**src/rtl/nuca_pkg.sv**
```systemverilog
package nuca_pkg;
  typedef enum logic [1:0] {
    K_TOUCH   = 2'd0,
    K_FILL    = 2'd1,
    K_PROMOTE = 2'd2,
    K_DEMOTE  = 2'd3
  } kind_e;

  typedef enum logic [1:0] {
    V_NONE  = 2'd0,
    V_SWAP  = 2'd1,
    V_LEAVE = 2'd2
  } vict_e;
endpackage

```
**src/rtl/nuca_hit_route.sv**
```systemverilog
module nuca_hit_route
  import nuca_pkg::*;
#(
  parameter int N_NEAR = 8,
  localparam int CORE_W = $clog2(N_NEAR),
  localparam int CL_W   = $clog2(2 * N_NEAR),
  localparam int BANK_W = CL_W + 1
) (
  input  logic [BANK_W-1:0] bank,
  input  logic [CORE_W-1:0] core,
  output logic [BANK_W-1:0] dest,
  output kind_e             kind,
  output vict_e             vict
);
  logic            dense;
  logic [CL_W-1:0] cl;
  logic [CL_W-1:0] ring;
  logic [CL_W-1:0] req;

  assign dense = bank[BANK_W-1];
  assign cl    = bank[CL_W-1:0];
  assign ring  = cl - CL_W'(N_NEAR);
  assign req   = CL_W'(core);

  always_comb begin
    dest = bank;
    kind = K_PROMOTE;
    vict = V_SWAP;
    if (dense) begin
      dest = {1'b0, cl};
    end else if (cl < CL_W'(N_NEAR)) begin
      if (cl == req) begin
        kind = K_TOUCH;
        vict = V_NONE;
      end else begin
        dest = {1'b0, cl + CL_W'(N_NEAR)};
      end
    end else if (ring == req) begin
      dest = {1'b0, req};
    end else if (ring < req) begin
      dest = {1'b0, cl + CL_W'(1)};
    end else begin
      dest = {1'b0, cl - CL_W'(1)};
    end
  end
endmodule

```
**src/rtl/nuca_arb.sv**
```systemverilog
module nuca_arb #(
  parameter int N_REQ = 3
) (
  input  logic             free,
  input  logic [N_REQ-1:0] req,
  output logic [N_REQ-1:0] rdy
);
  genvar gi;
  generate
    for (gi = 0; gi < N_REQ; gi++) begin : g_lvl
      if (gi == 0) begin : g_top
        assign rdy[gi] = free;
      end else begin : g_low
        assign rdy[gi] = free & ~(|req[gi-1:0]);
      end
    end
  endgenerate
endmodule

```
**src/rtl/nuca_lru.sv**
```systemverilog
module nuca_lru #(
  parameter int N_BANK = 32,
  parameter int SET_W  = 2,
  localparam int BANK_W = $clog2(N_BANK),
  localparam int DEPTH  = N_BANK * (1 << SET_W)
) (
  input  logic              clk,
  input  logic              rst,
  input  logic [BANK_W-1:0] rd_bank,
  input  logic [SET_W-1:0]  rd_set,
  output logic              rd_lru,
  input  logic              wr_en,
  input  logic              wr_lru
);
  logic [DEPTH-1:0] lru_q;
  logic [BANK_W+SET_W-1:0] idx;

  assign idx    = {rd_bank, rd_set};
  assign rd_lru = lru_q[idx];

  always_ff @(posedge clk) begin
    if (rst) lru_q <= '0;
    else if (wr_en) lru_q[idx] <= wr_lru;
  end
endmodule

```
**src/rtl/nuca_place_ctrl.sv**
```systemverilog
module nuca_place_ctrl
  import nuca_pkg::*;
#(
  parameter int N_NEAR = 8,
  parameter int SET_W  = 2,
  localparam int CORE_W = $clog2(N_NEAR),
  localparam int CL_W   = $clog2(2 * N_NEAR),
  localparam int BANK_W = CL_W + 1,
  localparam int N_BANK = 4 * N_NEAR,
  localparam int LINE_W = CL_W + SET_W
) (
  input  logic              clk,
  input  logic              rst,
  input  logic              dem_valid,
  output logic              dem_ready,
  input  logic [CL_W-1:0]   dem_cl,
  input  logic [SET_W-1:0]  dem_set,
  input  logic              hit_valid,
  output logic              hit_ready,
  input  logic [BANK_W-1:0] hit_bank,
  input  logic [CORE_W-1:0] hit_core,
  input  logic              hit_way,
  input  logic [SET_W-1:0]  hit_set,
  input  logic              fill_valid,
  output logic              fill_ready,
  input  logic [LINE_W-1:0] fill_addr,
  output logic              cmd_valid,
  input  logic              cmd_ready,
  output logic [1:0]        cmd_kind,
  output logic [1:0]        cmd_vict,
  output logic [BANK_W-1:0] cmd_src,
  output logic [BANK_W-1:0] cmd_bank,
  output logic [SET_W-1:0]  cmd_set,
  output logic              cmd_way
);
  logic              slot_free;
  logic [2:0]        rdy;
  logic              acc_dem, acc_hit, acc_fill, acc_any;
  logic [BANK_W-1:0] hr_dest;
  kind_e             hr_kind;
  vict_e             hr_vict;
  kind_e             n_kind;
  vict_e             n_vict;
  logic [BANK_W-1:0] n_src, n_bank;
  logic [SET_W-1:0]  n_set;
  logic              n_way, lru_way;

  assign slot_free = ~cmd_valid | cmd_ready;

  nuca_arb #(.N_REQ(3)) u_arb (
    .free (slot_free),
    .req  ({fill_valid, hit_valid, dem_valid}),
    .rdy  (rdy)
  );
  assign dem_ready  = rdy[0];
  assign hit_ready  = rdy[1];
  assign fill_ready = rdy[2];

  assign acc_dem  = dem_valid & dem_ready;
  assign acc_hit  = hit_valid & hit_ready;
  assign acc_fill = fill_valid & fill_ready;
  assign acc_any  = acc_dem | acc_hit | acc_fill;

  nuca_hit_route #(.N_NEAR(N_NEAR)) u_route (
    .bank (hit_bank),
    .core (hit_core),
    .dest (hr_dest),
    .kind (hr_kind),
    .vict (hr_vict)
  );

  always_comb begin
    n_kind = K_FILL;
    n_vict = V_LEAVE;
    n_bank = {1'b1, fill_addr[LINE_W-1:SET_W]};
    n_src  = {1'b1, fill_addr[LINE_W-1:SET_W]};
    n_set  = fill_addr[SET_W-1:0];
    if (dem_valid) begin
      n_kind = K_DEMOTE;
      n_bank = {1'b1, dem_cl};
      n_src  = {1'b0, dem_cl};
      n_set  = dem_set;
    end else if (hit_valid) begin
      n_kind = hr_kind;
      n_vict = hr_vict;
      n_bank = hr_dest;
      n_src  = hit_bank;
      n_set  = hit_set;
    end
  end

  nuca_lru #(.N_BANK(N_BANK), .SET_W(SET_W)) u_lru (
    .clk     (clk),
    .rst     (rst),
    .rd_bank (n_bank),
    .rd_set  (n_set),
    .rd_lru  (lru_way),
    .wr_en   (acc_any),
    .wr_lru  (~n_way)
  );

  assign n_way = (n_kind == K_TOUCH) ? hit_way : lru_way;

  always_ff @(posedge clk) begin
    if (rst) begin
      cmd_valid <= 1'b0;
      cmd_kind  <= 2'd0;
      cmd_vict  <= 2'd0;
      cmd_src   <= '0;
      cmd_bank  <= '0;
      cmd_set   <= '0;
      cmd_way   <= 1'b0;
    end else if (slot_free) begin
      cmd_valid <= acc_any;
      if (acc_any) begin
        cmd_kind <= n_kind;
        cmd_vict <= n_vict;
        cmd_src  <= n_src;
        cmd_bank <= n_bank;
        cmd_set  <= n_set;
        cmd_way  <= n_way;
      end
    end
  end
endmodule

```
**config.mk**
```make
export PLATFORM = sky130hd
export DESIGN_NAME = nuca_place_ctrl
export DESIGN_NICKNAME = d
export VERILOG_FILES = /design/src/rtl/nuca_pkg.sv /design/src/rtl/nuca_hit_route.sv /design/src/rtl/nuca_arb.sv /design/src/rtl/nuca_lru.sv /design/src/rtl/nuca_place_ctrl.sv
export SDC_FILE = /design/constraint.sdc
export NUM_CORES = 1
export LEC_CHECK = 0
export BUFFER_PORTS_ARGS = -buffer_cell sky130_fd_sc_hd__clkbuf_2
export CAP_MARGIN = 40
export CORE_MARGIN = 2
export CORE_UTILIZATION = 25
export DETAILED_ROUTE_END_ITERATION = 10
export PLACE_DENSITY = 0.4
export SETUP_SLACK_MARGIN = 0.4
export SYNTH_ARGS = -nofsm -noshare
export SYNTH_HDL_FRONTEND = slang
export SYNTH_SLANG_ARGS = --single-unit
```
**constraint.sdc**
```tcl
create_clock -name clk -period 11.2 [get_ports clk]
set_clock_uncertainty 0.2 [all_clocks]
set_input_delay 1.12 -clock clk [delete_from_list [all_inputs] [get_ports clk]]
set_output_delay 1.12 -clock clk [all_outputs]
set_load 0.01 [all_outputs]
```
==> results.md <==
* Outcome: completed
* Post-Syn Area at 7810 um^2
* Final worst path period share at 46.6%
* Area share of the largest cell type after synthesis at 36.9%
* Clk slew on worst S/H paths at 0.06 ns
* WL final at 25.4 mm
* Final hold violation count at 0
* Worst path bufs/invs at 3
* Combinational Power Share at 15.3%
* Initial Util at 25.5%
* Crit path DAT at 5.33 ns
* First-pass GRT wire length at 40.1 mm
* Filler cells at 3276
* Fin crit period at 5.22 ns
* Final ANT Viol Nets at 0
* Total gr overflow at 0
* CTS H-Tree Depth at 4
* HPWL after DPL at 15.8 mm
* WS Path Type: primary input to flop
* Root Driver: clkbuf_16
* PortBufs at 49
* Dpl cells at 1256
* Crit path from: hit_bank[1]
* Worst Hold Class: flop to flop
* Core area at 30700 um^2
* Largest net degree at the start of global routing at 85
* Worst setup slack after layout at 5.98 ns
* DRC viols at 0
* Initial DRT Pass Iterations at 5
* Area growth from synthesis to layout at 15.8%
* Util after Layout at 29.5%
* Die ar. at 32700 um^2
* Flops & latches, synth at 144
* Die Wd at 181 um
* DP Worst Slack at 5.52 ns
* Antenna Cells at 0
* Pint at 0.954 mW
* Clk_lat worst skew at 0.43 ns
* Critical path's largest stage delay at 0.70 ns
* Hold path start: cmd_bank[1]
* Main synth FF type: dfxtp_1
* RSZ-0062 raised after global routing: no
* Switch Pwr at 0.403 mW
* Slew margin rel. at 39.7%
* Setup TNS at 0 ns
* Hold_buf cts at 0
* Number of flops mapped to enable cells by yosys at 0
* Io pins at 50
* Crit path cell chain: clkbuf_2, ha_1, nor2b_1, o21a_1, or2_2, inv_1, fa_1, mux2_2, o211a_1, nor3_1, a221oi_1, a21boi_1, nand4_1, buf_4, o41ai_1
* Bufs on Longest Clock Path at 2
* Share of layout cells above drive strength 1 at 17.7%
* Avg Inst Size Synth at 8.91 um^2
* Initial DRC count at 510
* Non-Filler Instances at 1288
* Buffer count from post-CTS setup fixing at 0
* CTS-repair resized insts at 0
* Max_cap viols at 0
* Ys async rst share at 0%
* Cell Rows at 64
* Synthesized Nets at 912
* Vias in the first global route at 6573
* GR Util All Layers at 15.6%
* Num CTS Buffers at 17
* Initial antenna violation count at 0
* Switching Share at 29.7%
* WL/cell at 19.7 um
* VDD IR max at 0.104 mV
* Sequential share of power at 38.7%
* Seq/Total Area, Yosys at 36.9%
* Tightest Pin Transition at 0.904 ns
* Vias per cell at 5.29
* Clock share of power at 46.0%
* Count of cell types in the netlist at 53
* Mapped Cells at 877
* Synth top area cells: dfxtp_1 37%, mux4_2 8.4%, o31ai_1 6.5%
* Slowest-stage cell, CP: nor3_1
* Reg-to-reg startpoint: cmd_valid
* Crit Path Max Fanout at 59
* Layout Nets at 914
* TritonCTS clock tree: yes
* CP top delay family: compound AO/OA/AOI/OAI gates
* FF-to-FF setup slack at 8.24 ns
* Max-slew violations at 0
* Critical Path RT at 11.32 ns
* Pwr dens at 150 nW/um^2
* P_leak at 3.18 nW
* Crit path launch type: primary input
* Synth area leader: dfxtp_1
* RePlAce Congestion at 0.756
* Vias at 6809
* Crit end category: flop
* Ys Warns at 0
* Highest clock rate at 192 MHz
* Final setup violation count at 0
* Clk sinks at 144
* Die Span Y at 181 um
worst paths after layout:
check                                        to  cells past startpoint
worst max-delay path            u_lru.lru_q[41]                     15
worst min-delay path                cmd_bank[1]                      2
worst max register to register  u_lru.lru_q[99]                      8
worst min register to register      cmd_bank[1]                      2
metrics by stage:
stage	hold slack (ns)	cell area [um^2]	power (mW)
after floorplan	0.254	7810	0.675
after global placement	0.247	8280	0.742
after detailed placement	0.252	8410	0.745
after CTS	0.261	9040	1.38
after global routing	0.293	9040	1.41
final	0.256	9040	1.36
cells in the mapped netlist, types with 3 or more instances:
| cell | instances |
|---|---|
| a211oi_1 | 38 |
| a21oi_1 | 54 |
| a221oi_1 | 6 |
| a22oi_1 | 3 |
| a311oi_1 | 3 |
| and3_1 | 40 |
| buf_1 | 6 |
| buf_2 | 17 |
| buf_4 | 3 |
| buf_6 | 4 |
| clkbuf_1 | 59 |
| dfxtp_1 | 144 |
| ha_1 | 5 |
| inv_1 | 7 |
| mux2i_1 | 12 |
| mux4_2 | 29 |
| nand2_1 | 106 |
| nand2b_1 | 6 |
| nand3_1 | 10 |
| nand3b_1 | 64 |
| nand4_1 | 3 |
| nor2_1 | 40 |
| nor2b_1 | 34 |
| nor3_1 | 9 |
| o21a_1 | 3 |
| o21ai_0 | 39 |
| o31ai_1 | 68 |
| o41ai_1 | 20 |
| o41ai_2 | 12 |
| or3_1 | 3 |
layout by cell type, fill, tap and decap left out, types with 3 or more instances in the layout:
master and count:
a311oi_1 3, nor2_2 3, nand4_1 3, nand3b_1 64
clkbuf_16 17, a221oi_1 6, or3_1 3, o41ai_2 12
a21oi_1 54, nor2b_1 34, mux4_2 29, o41ai_1 20
clkbuf_2 48, mux2i_1 12, and3_1 40, dfxtp_1 144
a211oi_1 38, nand3_1 10, bufinv_16 4, buf_4 17
clkinvlp_4 3, ha_1 5, nand2_1 106, nor3_1 9
nor2_1 38, o21ai_0 39, nand2b_1 6, inv_6 4
inv_1 7, buf_8 5, a22oi_1 3, o31ai_1 66
flip-flops by register name (all words and copies together), names as in the netlist:
register / flops
u_lru.lru_q: 128
cmd_vict: 1
cmd_set: 2
cmd_src: 5
cmd_bank: 4
cmd_kind: 2
cmd_way: 1
cmd_valid: 1
cells by family after synthesis:
kind of cell	synth area share, %
AOI/OAI and AO/OA	24.1
xor gates and xnor gates	0.112
adders and majority gates	1.06
buffers and inverters	5.46
DFF	36.9
muxes	10.4
and+or+nand+nor	22.0
worst reg2reg max path: cells and delay by family (launching register included):
family	cells	cell delay, ns
and+or+nand+nor	5	1.93
DFF	1	0.31
buffers and inverters	1	0.22
AOI/OAI and AO/OA	2	0.16
layer usage:
layer | GRT usage (%) | share of wire [%] | routed length (um) | vias up
li1 | - | - | - | 3313
met1 | 22.4 | 50 | 12600 | 3353
met2 | 24.2 | 46 | 11600 | 126
met3 | 2.72 | 3.4 | 865 | 17
met4 | 3.84 | 1.2 | 309 | 0
met5 | 0 | 0 | 0 | -
power groups by stage:
stage               registers (mW)  clock network, mW  logic, mW
global route                 0.526              0.663      0.226
CTS                          0.525              0.643      0.209
finish                       0.525              0.624      0.207
floorplan                    0.538                  0      0.137
detailed placement           0.537                  0      0.209
global placement             0.537                  0      0.205
layout make-up:
cell class              count  area [um^2]  share of cell area [%]
inverters                   8         30.0                   0.332
well taps                 396          495                    5.48
multi-input cells         636         4530                    50.1
clock buffers              18          429                    4.75
repair buffers             72          474                    5.24
flip-flops and latches    144         2880                    31.9
clock inverters            14          203                    2.24
Note: power is estimated with default switching activity, not from simulation.
